--- config.mk ---
export PLATFORM = sky130hd
export DESIGN_NAME = lifo_regstack
export DESIGN_NICKNAME = d
export VERILOG_FILES = /design/src/rtl/lifo_pkg.sv /design/src/rtl/lifo_req_decode.sv /design/src/rtl/lifo_ptr_ctrl.sv /design/src/rtl/lifo_storage.sv /design/src/rtl/lifo_regstack.sv
export SDC_FILE = /design/constraint.sdc
export NUM_CORES = 2
export LEC_CHECK = 0
export BUFFER_PORTS_ARGS = -buffer_cell sky130_fd_sc_hd__clkbuf_2
export CAP_MARGIN = 20
export CORE_MARGIN = 2
export CORE_UTILIZATION = 40
export CTS_CLUSTER_SIZE = 10
export DETAILED_ROUTE_END_ITERATION = 8
export PLACE_DENSITY_LB_ADDON = 0.3
export REMOVE_ABC_BUFFERS = 1
export SLEW_MARGIN = 20
export SYNTH_ARGS = -nofsm -noshare
export SYNTH_HDL_FRONTEND = slang
export SYNTH_SLANG_ARGS = --single-unit
--- constraint.sdc ---
create_clock -name clk -period 4 [get_ports clk]
set_input_delay 0.8 -clock clk [delete_from_list [all_inputs] [get_ports clk]]
set_output_delay 0.8 -clock clk [all_outputs]
set_load 0.02 [all_outputs]
--- src/rtl/lifo_pkg.sv ---
package lifo_pkg;

    typedef enum logic [1:0] {
        ACT_HOLD  = 2'd0,
        ACT_PUSH  = 2'd1,
        ACT_POP   = 2'd2,
        ACT_CLASH = 2'd3
    } lifo_act_e;

    typedef struct packed {
        logic ovf;
        logic unf;
        logic clash;
    } lifo_err_t;

endpackage

--- src/rtl/lifo_req_decode.sv ---
module lifo_req_decode
    import lifo_pkg::*;
(
    input  logic      push_i,
    input  logic      pop_i,
    input  logic      full_i,
    input  logic      empty_i,
    output lifo_act_e act_o,
    output lifo_err_t err_o
);

    always_comb begin
        act_o = ACT_HOLD;
        err_o = '0;
        if (push_i && pop_i) begin
            act_o       = ACT_CLASH;
            err_o.clash = 1'b1;
        end else if (push_i) begin
            if (full_i) begin
                err_o.ovf = 1'b1;
            end else begin
                act_o = ACT_PUSH;
            end
        end else if (pop_i) begin
            if (empty_i) begin
                err_o.unf = 1'b1;
            end else begin
                act_o = ACT_POP;
            end
        end
    end

endmodule

--- src/rtl/lifo_ptr_ctrl.sv ---
module lifo_ptr_ctrl
    import lifo_pkg::*;
#(
    parameter int AW = 6
) (
    input  logic          clk,
    input  logic          rst_n,
    input  lifo_act_e     act_i,
    input  lifo_err_t     err_i,
    output logic [AW-1:0] sp_o,
    output logic [AW-1:0] sp_inc_o,
    output logic          full_o,
    output logic          empty_o,
    output lifo_err_t     err_o
);

    localparam logic [AW-1:0] SP_ZERO = '0;
    localparam logic [AW-1:0] SP_ONE  = AW'(1);

    typedef struct packed {
        logic [AW-1:0] sp;
        logic          full;
        logic          empty;
        lifo_err_t     err;
    } ptr_state_t;

    ptr_state_t st_d, st_q;
    logic [AW-1:0] sp_inc, sp_dec;

    assign sp_inc = st_q.sp + SP_ONE;
    assign sp_dec = st_q.sp - SP_ONE;

    always_comb begin
        st_d     = st_q;
        st_d.err = err_i;
        unique case (act_i)
            ACT_PUSH: begin
                st_d.sp    = sp_inc;
                st_d.empty = 1'b0;
                st_d.full  = (sp_inc == SP_ZERO);
            end
            ACT_POP: begin
                st_d.sp    = sp_dec;
                st_d.full  = 1'b0;
                st_d.empty = (sp_dec == SP_ZERO);
            end
            default: begin
            end
        endcase
    end

    always_ff @(posedge clk or negedge rst_n) begin
        if (!rst_n) begin
            st_q.sp    <= SP_ZERO;
            st_q.full  <= 1'b0;
            st_q.empty <= 1'b1;
            st_q.err   <= '0;
        end else begin
            st_q <= st_d;
        end
    end

    assign sp_o     = st_q.sp;
    assign sp_inc_o = sp_inc;
    assign full_o   = st_q.full;
    assign empty_o  = st_q.empty;
    assign err_o    = st_q.err;

endmodule

--- src/rtl/lifo_storage.sv ---
module lifo_storage #(
    parameter int W  = 16,
    parameter int AW = 6
) (
    input  logic          clk,
    input  logic          rst_n,
    input  logic          wr_en_i,
    input  logic [AW-1:0] wr_addr_i,
    input  logic [W-1:0]  wr_data_i,
    input  logic [AW-1:0] rd_addr_i,
    output logic [W-1:0]  rd_data_o
);

    localparam int DEPTH = 1 << AW;

    logic [W-1:0] slot_q [DEPTH];

    for (genvar g = 0; g < DEPTH; g++) begin : g_slot
        logic          sel;
        logic [W-1:0]  slot_d;

        assign sel = wr_en_i && (wr_addr_i == AW'(g));

        always_comb begin
            slot_d = slot_q[g];
            if (sel) begin
                slot_d = wr_data_i;
            end
        end

        always_ff @(posedge clk or negedge rst_n) begin
            if (!rst_n) begin
                slot_q[g] <= '0;
            end else begin
                slot_q[g] <= slot_d;
            end
        end
    end

    assign rd_data_o = slot_q[rd_addr_i];

endmodule

--- src/rtl/lifo_regstack.sv ---
module lifo_regstack
    import lifo_pkg::*;
#(
    parameter int W  = 16,
    parameter int AW = 6
) (
    input  logic          clk,
    input  logic          rst_n,
    input  logic          push_i,
    input  logic          pop_i,
    input  logic [W-1:0]  din_i,
    output logic [W-1:0]  dout_o,
    output logic [AW-1:0] sp_o,
    output logic          full_o,
    output logic          empty_o,
    output logic          ovf_o,
    output logic          unf_o,
    output logic          clash_o
);

    typedef struct packed {
        logic [W-1:0] dr;
    } dr_state_t;

    lifo_act_e     act;
    lifo_err_t     err_now, err_q;
    logic [AW-1:0] sp, sp_inc;
    logic          full, empty;
    logic [W-1:0]  top_word;
    dr_state_t     dr_d, dr_q;

    lifo_req_decode u_dec (
        .push_i  (push_i),
        .pop_i   (pop_i),
        .full_i  (full),
        .empty_i (empty),
        .act_o   (act),
        .err_o   (err_now)
    );

    lifo_ptr_ctrl #(.AW(AW)) u_ptr (
        .clk      (clk),
        .rst_n    (rst_n),
        .act_i    (act),
        .err_i    (err_now),
        .sp_o     (sp),
        .sp_inc_o (sp_inc),
        .full_o   (full),
        .empty_o  (empty),
        .err_o    (err_q)
    );

    lifo_storage #(.W(W), .AW(AW)) u_mem (
        .clk       (clk),
        .rst_n     (rst_n),
        .wr_en_i   (act == ACT_PUSH),
        .wr_addr_i (sp_inc),
        .wr_data_i (din_i),
        .rd_addr_i (sp),
        .rd_data_o (top_word)
    );

    always_comb begin
        dr_d = dr_q;
        if (act == ACT_POP) begin
            dr_d.dr = top_word;
        end
    end

    always_ff @(posedge clk or negedge rst_n) begin
        if (!rst_n) begin
            dr_q <= '0;
        end else begin
            dr_q <= dr_d;
        end
    end

    assign dout_o  = dr_q.dr;
    assign sp_o    = sp;
    assign full_o  = full;
    assign empty_o = empty;
    assign ovf_o   = err_q.ovf;
    assign unf_o   = err_q.unf;
    assign clash_o = err_q.clash;

endmodule

==> impl_metrics.tcl <==
set metrics [dict create \
    wl_met2_um 61400 \
    final_max_slew_viol_count 0 \
    yosys_warnings 0 \
    cts_tree "built" \
    core_sq_um 120000 \
    hpwl_um 83200 \
    cp_num_cells 6 \
    skew_ns 0.0227 \
    whs_ns 0.0568 \
    antenna_found_initial 4 \
    drive_above_1_share_pct 50.3 \
    grt_remaining_overflow 0 \
    grt_max_degree 118 \
    ys_async_sr_fraction_pct 100 \
    synth-main-ff-cell "dfrtp_1" \
    total_power_mw 38.5 \
    netlist_top_cells_area "dfrtp_1, mux2_2, mux4_2" \
    seq_area_frac_synth_pct 54.2 \
    cts_inserted_buffers 117 \
    grt_use_total_pct 21.3 \
    drt_iter0_drc 1897 \
    crit_required_ns 4.58 \
    finalCritPeriodShare_pct 89.2 \
    ant_nets 0 \
    r2r_start "u_ptr.sp_o[0]" \
    io_buffers 46 \
    yosysUniqueCellTypes 71 \
    p_leak_nw 25.6 \
    synth_cells 3226 \
    hold_viol_final 0 \
    r2r-end "u_mem.slot_q[373]" \
    start_util_pct 40.4 \
    worst_slew_pin_slew_ns 1.03 \
    clk_latency_ns 0.70 \
    fmax_mhz 280 \
    post-cts-setup-buffers 0 \
    cp-start-kind "flip-flop" \
    worstSetupPathType "reg -> reg" \
    critPathMaxStageDelay_ns 0.72 \
    syn_area_per_cell_sq_um 15.0 \
    pin_count 47 \
    holdBufCountCts 0 \
    wl_met3_um 6580 \
    synthXorXnorAreaFrac_pct 0.144 \
    pre_cts_slack_ns 0.491 \
    n_fill_cell 10700 \
    power_switching_mw 12.7 \
    timing.final.crit_period_ns 3.57 \
    synth-simple-area-share_pct 3.91 \
    gp_congestion 0.870 \
    vias_per_cell 5.75 \
    routed_wl_um 132000 \
    grt_pass1_wl_um 200000 \
    placementRows 127 \
    synth_fa_ha_area_share_pct 0.206 \
    setup_violations 0 \
    cp_num_buf_inv 0 \
    top_layer "met5" \
    synth-seq-cells 1051 \
    multiInputGateArea_sq_um 20900 \
    area_growth_syn_to_layout_pct 11.6 \
    p_per_area_nw_per_um2 711 \
    synth-compound-area-share_pct 2.49 \
    dieArea_sq_um 124000 \
    h-tree-depth 3 \
    vias 28100 \
    reg2reg_depth 6 \
    p_clk_share_pct 24.7 \
    final_area_sq_um 54200 \
    cts.path.max_buffers 3 \
    path_clk_slew_ns 0.06 \
    avgRoutedWirePerCell_um 26.9 \
    drc_errors 0 \
    synth_area_sq_um 48500 \
    wl_met1_um 60800 \
    seq_area_sq_um 26300 \
    hold_path_class "in -> async" \
    rsz0062_at_grt "no" \
    cts.repair.resized 0 \
    dp_cells 4733 \
    status "finished, final reports clean" \
    peakVddDrop_v 0.000526 \
    synth_edf_count 0 \
    synth_top_family_by_area "multiplexers" \
    layout_setup_ws_ns 0.434 \
    grt_pass1_vias 28900 \
    place_area_sq_um 51000 \
    fp.dieW_um 352 \
    reg2reg_slack_ns 0.43 \
    maxCapViolations 0 \
    cts_sinks 1051 \
    seqPwrFrac_pct 41.6 \
    die_h_um 352 \
    synthMuxAreaShare_pct 36.2 \
    p_int_mw 25.8 \
    critPathArrivalTime_ns 4.14 \
    synth_top_area_share_pct 54.1 \
    drt_first_pass_iters 7 \
    critPathTopFamily "simple AND/OR/NAND/NOR gates" \
    cp_cell_sequence "ha_1 > nand3_1 > xnor2_1 > o21a_1 > nand4_4 > mux2_2" \
    critPathSlowestCell "o21a_1" \
    synth_top_area_cell "dfrtp_1" \
    nets 3268 \
    cp-end-kind "flip-flop" \
    final_cells 4891 \
    pwr-share-comb_pct 33.7 \
    slew_headroom_pct 31.2 \
    clockRootBuffer "clkbuf_16" \
    switching_share_pct 33.0 \
    cp_max_fo 16 \
]
[sequential cells by signal, summed over array words and instances (netlist names)]
| signal | count |
|---|---|
| u_ptr.full_o | 1 |
| u_ptr.empty_o | 1 |
| u_ptr.sp_o | 6 |
| dout_o | 16 |
| u_mem.slot_q | 1024 |
| u_ptr.err_o | 3 |
[routing by layer]
metal,GRT usage (%),vias up
li1,-,11900
met1,30.9,15300
met2,33.3,670
met3,3.23,178
met4,5.78,2
met5,0,-
[layout make-up]
type	count	share of cell area [%]
clock inverters	6	0.0970
diodes	1	0.00462
inverters	15	0.104
clock buffers	151	5.82
repair buffers	191	3.10
well taps	1612	3.72
flip-flops and latches	1051	48.6
multi-input cells	1864	38.6
[stage by stage]
| step | setup TNS (ns) | util (%) |
|---|---|---|
| finish | 0 | 45.1 |
| floorplan | -7515.64 | - |
| CTS | 0 | 45.1 |
| global placement | 0 | 42.4 |
| detailed placement | 0 | 42.4 |
| global route | 0 | 45.1 |
[cells by family after synthesis]
group	after synthesis
xor gates and xnor gates	8
buffers and inverters	311
muxes	1348
adders and majority gates	8
and+or+nand+nor	331
DFF	1051
AOI/OAI and AO/OA	169
[how the worst max path moves through the flow]
stage,start,to
after floorplan,u_ptr.sp_o[0],u_mem.slot_q[960]
after global placement,u_ptr.sp_o[0],u_mem.slot_q[371]
after detailed placement,u_ptr.sp_o[0],u_mem.slot_q[372]
after CTS,u_ptr.sp_o[0],u_mem.slot_q[372]
after global routing,u_ptr.sp_o[0],u_mem.slot_q[373]
final,u_ptr.sp_o[0],u_mem.slot_q[373]
[cells in the final DEF (no fill, tap or decap), types with 4 or more instances in the layout]
cell type,count
dfrtp_1,1045
mux2_2,1039
mux4_2,223
clkbuf_16,120
buf_4,117
nand2_1,115
mux2i_1,83
nor2_1,72
clkbuf_2,43
nand3_1,31
clkbuf_1,28
buf_12,28
o22ai_1,26
a21oi_1,25
nand4_4,20
o21ai_0,17
nor3_1,14
a22o_1,14
a22oi_1,13
inv_1,12
a31oi_1,12
nor2_2,11
nand2b_1,10
nor2b_1,10
nand2_2,9
nand4_1,9
o221ai_1,8
a221oi_1,8
and2_1,7
xnor2_1,7
o2111ai_1,7
ha_1,7
nand4_2,5
o21ai_2,4
a211oi_1,4
a311oi_1,4
a2111oi_0,4
dfrtp_4,4
[power by group through the flow]
stage	logic [mW]	registers (mW)	clock network (mW)
2_1_floorplan	7.92	16.3	0
3_3_place_gp	12.8	16.0	0
3_5_place_dp	13.0	16.2	0
4_1_cts	13.0	16.0	9.73
5_1_grt	13.8	16.4	10.2
6_report	13.0	16.0	9.51
[Yosys cell counts, drive strengths merged (10+ instances only)]
cell type,number
mux2i,83
o21ai,22
clkbuf,138
mux2,1042
a31oi,12
a22o,14
inv,13
nand3,31
nor2,83
dfrtp,1050
mux4,223
buf,158
nor3,17
a21oi,25
nor2b,10
nand2b,10
a22oi,13
nand2,124
nand4,34
o22ai,26
(Power assumes the default switching activity.)
